## config.mk

```make
export PLATFORM = sky130hd
export DESIGN_NAME = ecc_init_sweeper
export DESIGN_NICKNAME = d
export VERILOG_FILES = /design/src/rtl/ecc_init_pkg.sv /design/src/rtl/ecc_init_decode.sv /design/src/rtl/ecc_init_walker.sv /design/src/rtl/ecc_init_ctrl.sv /design/src/rtl/ecc_init_sweeper.sv
export SDC_FILE = /design/constraint.sdc
export NUM_CORES = 1
export LEC_CHECK = 0
export ABC_AREA = 1
export CORE_MARGIN = 4
export CORE_UTILIZATION = 55
export CTS_CLUSTER_DIAMETER = 80
export DETAILED_ROUTE_END_ITERATION = 7
export DONT_BUFFER_PORTS = 1
export HOLD_SLACK_MARGIN = 0.12
export PLACE_DENSITY_LB_ADDON = 0.25
export SYNTH_ARGS = -nofsm -noshare
export SYNTH_HDL_FRONTEND = slang
export SYNTH_SLANG_ARGS = --single-unit
```

## constraint.sdc

```tcl
create_clock -name clk -period 2.5 [get_ports clk]
set_clock_uncertainty 0.1 [all_clocks]
set_input_delay 0.25 -clock clk [delete_from_list [all_inputs] [get_ports clk]]
set_output_delay 0.25 -clock clk [all_outputs]
set_load 0.01 [all_outputs]
```

## src/rtl/ecc_init_pkg.sv

```systemverilog
package ecc_init_pkg;

    typedef enum logic [1:0] {
        SWP_IDLE = 2'd0,
        SWP_RUN  = 2'd1,
        SWP_DONE = 2'd2
    } swp_state_e;

    typedef struct packed {
        logic enter;
        logic leave;
    } swp_cmd_t;

    function automatic int unsigned cnt_width(input int unsigned n);
        return (n < 2) ? 1 : $clog2(n);
    endfunction

endpackage

```

## src/rtl/ecc_init_decode.sv

```systemverilog
module ecc_init_decode
    import ecc_init_pkg::*;
#(
    parameter int unsigned          BUS_AW    = 16,
    parameter logic [BUS_AW-1:0]    DIAG_ADDR = 16'hFF00,
    parameter logic [BUS_AW-1:0]    CSR_ADDR  = 16'hFF04
) (
    input  logic              bus_rd,
    input  logic [BUS_AW-1:0] bus_addr,
    input  logic              ctl_passthru,
    input  logic              ctl_fast_refresh,
    output swp_cmd_t          cmd
);

    logic hit_diag;
    logic hit_csr;
    logic entry_allowed;

    assign hit_diag      = bus_rd && (bus_addr == DIAG_ADDR);
    assign hit_csr       = bus_rd && (bus_addr == CSR_ADDR);
    assign entry_allowed = ctl_passthru && ctl_fast_refresh;

    always_comb begin
        cmd       = '0;
        cmd.enter = hit_diag && entry_allowed;
        cmd.leave = hit_csr;
    end

endmodule

```

## src/rtl/ecc_init_walker.sv

```systemverilog
module ecc_init_walker
    import ecc_init_pkg::*;
#(
    parameter int unsigned MEM_DEPTH   = 1048576,
    parameter int unsigned CYC_PER_LOC = 125,
    localparam int unsigned MEM_AW     = cnt_width(MEM_DEPTH)
) (
    input  logic              clk,
    input  logic              rst,
    input  logic              clr,
    input  logic              run,
    output logic [MEM_AW-1:0] addr,
    output logic              slot_last,
    output logic              loc_last
);

    localparam logic [MEM_AW-1:0] LAST_LOC = MEM_AW'(MEM_DEPTH - 1);

    assign loc_last = (addr == LAST_LOC);

    always_ff @(posedge clk) begin
        if (rst || clr) begin
            addr <= '0;
        end else if (run && slot_last && !loc_last) begin
            addr <= addr + 1'b1;
        end
    end

    generate
        if (CYC_PER_LOC <= 1) begin : g_single
            assign slot_last = 1'b1;
        end else begin : g_multi
            localparam int unsigned TW = cnt_width(CYC_PER_LOC);
            localparam logic [TW-1:0] LAST_TICK = TW'(CYC_PER_LOC - 1);
            logic [TW-1:0] tick;

            assign slot_last = (tick == LAST_TICK);

            always_ff @(posedge clk) begin
                if (rst || clr) begin
                    tick <= '0;
                end else if (run) begin
                    tick <= slot_last ? '0 : tick + 1'b1;
                end
            end
        end
    endgenerate

endmodule

```

## src/rtl/ecc_init_ctrl.sv

```systemverilog
module ecc_init_ctrl
    import ecc_init_pkg::*;
(
    input  logic       clk,
    input  logic       rst,
    input  swp_cmd_t   cmd,
    input  logic       refresh_req,
    input  logic       slot_last,
    input  logic       loc_last,
    output swp_state_e state,
    output logic       walk_clr,
    output logic       walk_run
);

    swp_state_e state_nx;

    assign walk_clr = ((state == SWP_IDLE) && cmd.enter) ||
                      ((state != SWP_IDLE) && cmd.leave);
    assign walk_run = (state == SWP_RUN) && !refresh_req;

    always_comb begin
        state_nx = state;
        unique case (state)
            SWP_IDLE: if (cmd.enter) state_nx = SWP_RUN;
            SWP_RUN: begin
                if (cmd.leave)
                    state_nx = SWP_IDLE;
                else if (walk_run && slot_last && loc_last)
                    state_nx = SWP_DONE;
            end
            SWP_DONE: if (cmd.leave) state_nx = SWP_IDLE;
            default:  state_nx = SWP_IDLE;
        endcase
    end

    always_ff @(posedge clk) begin
        if (rst) state <= SWP_IDLE;
        else     state <= state_nx;
    end

endmodule

```

## src/rtl/ecc_init_sweeper.sv

```systemverilog
module ecc_init_sweeper
    import ecc_init_pkg::*;
#(
    parameter int unsigned          BUS_AW       = 16,
    parameter logic [BUS_AW-1:0]    DIAG_ADDR    = 16'hFF00,
    parameter logic [BUS_AW-1:0]    CSR_ADDR     = 16'hFF04,
    parameter int unsigned          MEM_DEPTH    = 1048576,
    parameter int unsigned          CYC_PER_LOC  = 125,
    parameter int unsigned          DATA_W       = 32,
    parameter logic [DATA_W-1:0]    INIT_PATTERN = '0,
    localparam int unsigned         MEM_AW       = cnt_width(MEM_DEPTH)
) (
    input  logic              clk,
    input  logic              rst,
    input  logic              bus_rd,
    input  logic [BUS_AW-1:0] bus_addr,
    input  logic              ctl_passthru,
    input  logic              ctl_fast_refresh,
    input  logic              refresh_req,
    output logic [MEM_AW-1:0] mem_addr,
    output logic              mem_we,
    output logic [DATA_W-1:0] mem_wdata,
    output logic              mem_ckgen_en,
    output logic              init_busy,
    output logic              init_done
);

    swp_cmd_t   cmd;
    swp_state_e state;
    logic       walk_clr;
    logic       walk_run;
    logic       slot_last;
    logic       loc_last;

    ecc_init_decode #(
        .BUS_AW    (BUS_AW),
        .DIAG_ADDR (DIAG_ADDR),
        .CSR_ADDR  (CSR_ADDR)
    ) decode_i (
        .bus_rd           (bus_rd),
        .bus_addr         (bus_addr),
        .ctl_passthru     (ctl_passthru),
        .ctl_fast_refresh (ctl_fast_refresh),
        .cmd              (cmd)
    );

    ecc_init_ctrl ctrl_i (
        .clk         (clk),
        .rst         (rst),
        .cmd         (cmd),
        .refresh_req (refresh_req),
        .slot_last   (slot_last),
        .loc_last    (loc_last),
        .state       (state),
        .walk_clr    (walk_clr),
        .walk_run    (walk_run)
    );

    ecc_init_walker #(
        .MEM_DEPTH   (MEM_DEPTH),
        .CYC_PER_LOC (CYC_PER_LOC)
    ) walker_i (
        .clk       (clk),
        .rst       (rst),
        .clr       (walk_clr),
        .run       (walk_run),
        .addr      (mem_addr),
        .slot_last (slot_last),
        .loc_last  (loc_last)
    );

    assign init_busy    = (state == SWP_RUN);
    assign init_done    = (state == SWP_DONE);
    assign mem_ckgen_en = (state != SWP_IDLE);
    assign mem_we       = init_busy && slot_last && !refresh_req;
    assign mem_wdata    = INIT_PATTERN;

endmodule

```

* Word-level counts from Yosys, hierarchy flattened
Cells that the tools add are included.
** Operators by class
- $add $sub $neg :: 2
- Equal/unequal tests :: 9
- Muxes and demuxes :: 6
- Reductions and logical operators :: 19
** Operators with widths (count)
- $eq 16x16->1 const B :: 2
- $add 20x1->20 const B :: 1
- $eq 20x20->1 const B :: 1
- $logic_and 1x1->1 :: 12
- $mux 2 :: 4
- $add 7x1->7 const B :: 1
- $eq 7x7->1 const B :: 1
- $mux 7 :: 1
- $pmux 2 s3 :: 1
- $ne 2x1->1 const B :: 2
- $ne 3x1->1 const B :: 1
- $reduce_and 3->1 :: 1
- $eq 2x1->1 const B :: 1
- $eq 2x2->1 const B :: 1
- $logic_not 1->1 :: 2
- $logic_not 2->1 :: 1
- $logic_or 1x1->1 :: 2
- $reduce_bool 2->1 :: 1
** Storage, ports and cells
- Flip-flop bits (word level) :: 29
- Input port bits :: 22
- Output and inout bits :: 56
- Logic and storage cells :: 39

* Depth between registers and ports, before layout
- Depth in word-level cells :: 7
- Gate-level depth with buffers :: 13
- Mapped depth without buffers :: 12

* Hierarchy
Synthesis repeated with hierarchy kept, for this count alone.
** Second synthesis, totals
- Cells, all modules :: 321
- Area, all modules :: 2063.2 sq um
** By module, submodules not included
- ecc_init_walker :: instances 1, cells each 232, area an instance 1545.2 sq um, seq. area each 540.5 sq um
- ecc_init_sweeper :: instances 1, cells each 41, area an instance 276.5 sq um, seq. area each 0.0 sq um
- ecc_init_ctrl :: instances 1, cells each 19, area an instance 121.4 sq um, seq. area each 40.0 sq um
- ecc_init_decode :: instances 1, cells each 29, area an instance 120.1 sq um, seq. area each 0.0 sq um

* Least setup slack after synthesis
Ideal clock, no wire load.
- Kind :: register -> register
- From :: reg walker_i.addr[0]
- To :: reg walker_i.addr[15]
- Library setup time :: 116 ps
- Arrival time :: 1612 ps
- Data required time :: 2284 ps
- Path slack :: 671 ps
- Cell stages (with the launch flop) :: 14
- Buffers on the path :: 1
- Period minus slack after synthesis :: 1829 ps
- Cell sequence :: dfxtp_1 -> ha_1 -> inv_2 -> nor2_4 -> nand2_4 -> nor2_8 -> nand2_4 -> nand2_8 -> inv_4 -> buf_8 -> nand2_1 -> nand2_1 -> nand2_1 -> nor2_2
** On the way
- Word-level cells in the longest chain between the ends :: 3
- Elaborated cells between the ends (all ways) :: 4
- Those cells by class :: add/sub (1); eq/ne (1); reduce/logical (2)
** RTL lines
- start, declared :: RTL line ecc_init_walker.sv:12 : output logic [MEM_AW-1:0] addr,
- start signal, assigned :: RTL line ecc_init_walker.sv:25 : addr <= addr + 1'b1;
- parallel branches: the longest is 3 deep, another holds $add 20x1->20
Parallel ways; which one is timed is not known.
A chain may end at the register's enable or synchronous reset.

* Worst setup path in the final report
- From :: reg walker_i.addr[1]
- To :: reg ctrl_i.state[0]
** On the way
- Word-level cells in the longest chain between the ends :: 4
** RTL lines
- $eq 20x20->1 :: RTL line ecc_init_walker.sv:19 : assign loc_last = (addr == LAST_LOC);
- $logic_and 1x1->1 :: RTL line ecc_init_ctrl.sv:28 : else if (walk_run && slot_last && loc_last)
- $ne 3x1->1 (no line)
- $reduce_and 3->1 (no line)
- end signal, assigned :: RTL line ecc_init_ctrl.sv:38 : else state <= state_nx;
- end, declared :: RTL line ecc_init_ctrl.sv:10 : output swp_state_e state,
No other way between the ends.

==> impl_metrics.toml <==
[run_status]
outcome = "completed"

[detailed_routing]
wirelength_mm = 4.02
wl_per_cell_um = 11.0
antenna_left = 0
viasPerCell = 4.72
num_vias = 1728
drc = 0
first_pass_iters = 4
drt_iter0_drc = 124

[yosys]
synthTopCellsByArea = "dfxtp_1, nand2_1, buf_4"
yosysSeqAreaShare_pct = 27.4
yosysWarnings = 0
syn_area_um2 = 2120
syn_avg_cell_area_um2 = 6.80
synthDistinctLibCells = 32
yosys.area.top_type = "dfxtp_1"
netlist_instances = 311
ys_seq_elements = 29
netlist.area_leader.share_pct = 27.4

[grt]
grt.total_usage_pct = 16.9
grt_pass1_vias = 1589
grt_start_max_net_pins = 23
antenna_found_initial = 0
grt_pass1_wl_mm = 6.91
grt_overflow_total = 0

[floorplanning]
dieArea_um2 = 4900
row_count = 22
io_pins = 78
core-area_um2 = 3690
initial_utilization_pct = 57.4
die_h_um = 70.0
die_width_um = 70.0

[finish]
area_growth_pct = 1.66
n_fill_cell = 384
diodes = 0
fin_area_um2 = 2150
drive_gt1_share_pct = 11.6
postLayoutCoreUtil_pct = 58.3
nets = 342

[job]
max_cap_violations = 0

[clocking]
clk_pin_slew_ps = 60
clockRootBuffer = "clkbuf_8"
clock_path_buffers = 2
tritoncts = "yes"
numCtsBuffers = 5
insertion_delay_ps = 290
cts_sinks = 29
postCtsSetupBuffers = 0
cts_resized = 0
ctsHtreeMaxLevel = 2

[place]
dp_hpwl_mm = 3.16
dpl-instance-area_um2 = 2020
portBuffers = 0
routabilityCongestion = 0.833

[pwr]
combPwrFrac_pct = 4.4
sequentialPowerShare_pct = 49.6
p_int_mw = 0.717
switchingPower_mw = 0.214
power_density_nw_per_um2 = 433
clock_power_share_pct = 46.0
ir_worst_vdd_mv = 0.287
power.leakage_nw = 0.899
switching_share_pct = 23.0

[timing]
rsz0062_at_grt = "false"
report.final.hold_viol_count = 0
finalWorstPathRequiredPeriod_ps = 2130
tns_ps = 0
fmax_ghz = 0.469
period_share_pct = 85.2
setup_viol = 0
slew_viol_final = 0

[min_path]
hold_end = "walker_i.g_multi.tick[2]$_SDFFE_PP0N_"
hold_depth = 3
hold_class = "input port to flop"
min_from = "rst"

[critical_path]
cp-end-kind = "flop"
critical_path_class = "flop to flop"
r2r_slack_ps = 370
r2r_start = "walker_i.addr[1]$_SDFFE_PP0P_"
crit_arrival_ps = 2210
worst-r2r-cell-count = 9
reg2reg_to = "ctrl_i.state[0]$_SDFFE_PP0P_"
crit_fanout = 5
critical_path_required_ps = 2580
critPathLaunchType = "flop"
[layer usage]
layer / GRT usage [%] / up-vias / routed length (um)
li1: - / 918 / -
met1: 19.9 / 758 / 1690
met2: 28.2 / 47 / 1960
met3: 5.47 / 5 / 306
met4: 7.02 / 0 / 57
met5: 0 / - / 0
[synthesized netlist by cell type, drive strengths merged]
| master | instances |
|---|---|
| a21oi | 20 |
| o21bai | 1 |
| xnor2 | 5 |
| buf | 37 |
| and3 | 1 |
| ha | 3 |
| nand4 | 5 |
| dfxtp | 29 |
| a21o | 1 |
| xor2 | 10 |
| and2 | 1 |
| conb | 1 |
| inv | 21 |
| nor3 | 3 |
| nand2 | 103 |
| nand3b | 4 |
| nor2 | 54 |
| o22ai | 1 |
| nand3 | 11 |
[sequential cells by signal, indices dropped and copies added (netlist names)]
| name | count |
|---|---|
| walker_i.addr | 20 |
| walker_i.g_multi.tick | 7 |
| ctrl_i.state | 2 |
[what timing repair did]
item                                   4_1_cts  5_1_grt
hold buffers                                 3        0
endpoints found under the hold margin        4        0
setup endpoints to repair                    0        0
[worst max-delay path by stage]
stage / start / end
floorplan: walker_i.addr[0]$_SDFFE_PP0P_ / walker_i.addr[15]$_SDFFE_PP0P_
global placement: walker_i.addr[1]$_SDFFE_PP0P_ / walker_i.addr[15]$_SDFFE_PP0P_
detailed placement: walker_i.addr[1]$_SDFFE_PP0P_ / walker_i.addr[15]$_SDFFE_PP0P_
CTS: walker_i.addr[1]$_SDFFE_PP0P_ / ctrl_i.state[0]$_SDFFE_PP0P_
global route: walker_i.addr[1]$_SDFFE_PP0P_ / ctrl_i.state[0]$_SDFFE_PP0P_
finish: walker_i.addr[1]$_SDFFE_PP0P_ / ctrl_i.state[0]$_SDFFE_PP0P_
[worst max-delay path, stage by stage, from the launching register on]
cell           delay, ps
dfxtp_1              420
ha_1                 290
inv_2                 80
nor2_4               150
nand2_4               90
nor2_8               100
nand3_1               80
nand3_1               80
a21oi_1               70
dlygate4sd3_1        550
[power by group through the flow]
stage	clock network (mW)	logic [mW]	registers, mW
5_1_grt	0.453	0.0469	0.462
3_3_place_gp	0	0.0371	0.472
3_5_place_dp	0	0.0374	0.472
2_1_floorplan	0	0.0714	0.472
6_report	0.428	0.0413	0.462
4_1_cts	0.436	0.0403	0.462
[cell usage in the layout (no fill, tap or decap), types with 3 or more instances in the layout]
cell           instances
nand2_1               96
nor2_4                 3
nand2_2                3
dfxtp_1               29
nor2_2                 7
nand3_1                8
clkbuf_8               7
nand3b_1               4
conb_1                32
nor2_1                42
ha_1                   3
inv_2                  3
nand4_1                5
xnor2_1                5
nand2_4                3
dlygate4sd3_1          3
xor2_1                10
nand3_2                3
inv_1                 17
a21oi_1               20
[per-stage QoR]
step	cells	hold slack [ps]	setup slack [ps]	power, mW
floorplan	342	219	671	0.544
global placement	355	222	625	0.509
detailed placement	355	222	579	0.510
CTS	366	195	358	0.938
global route	366	231	229	0.962
finish	366	178	369	0.931
[layout make-up]
class | count | area [um2] | area share, %
Multi-Input combinational cell | 255 | 1280 | 59.6
Sequential cell | 29 | 581 | 27.0
Clock buffer | 7 | 96.3 | 4.48
Clock inverter | 1 | 5.00 | 0.233
Inverter | 21 | 81.3 | 3.78
Timing Repair Buffer | 5 | 45.0 | 2.09
Tap cell | 48 | 60.1 | 2.79
[kinds of logic after synthesis]
logic type,Yosys count,share of synthesized area (%)
AO/OA/AOI/OAI,23,5.74
XOR/XNOR,15,6.21
adder cells (fa/ha/maj),3,1.77
buffers and inverters,58,17.4
flip-flops,29,27.4
other,1,0.177
AND/OR/NAND/NOR,182,41.2
Power figures use the tool's default switching activity.
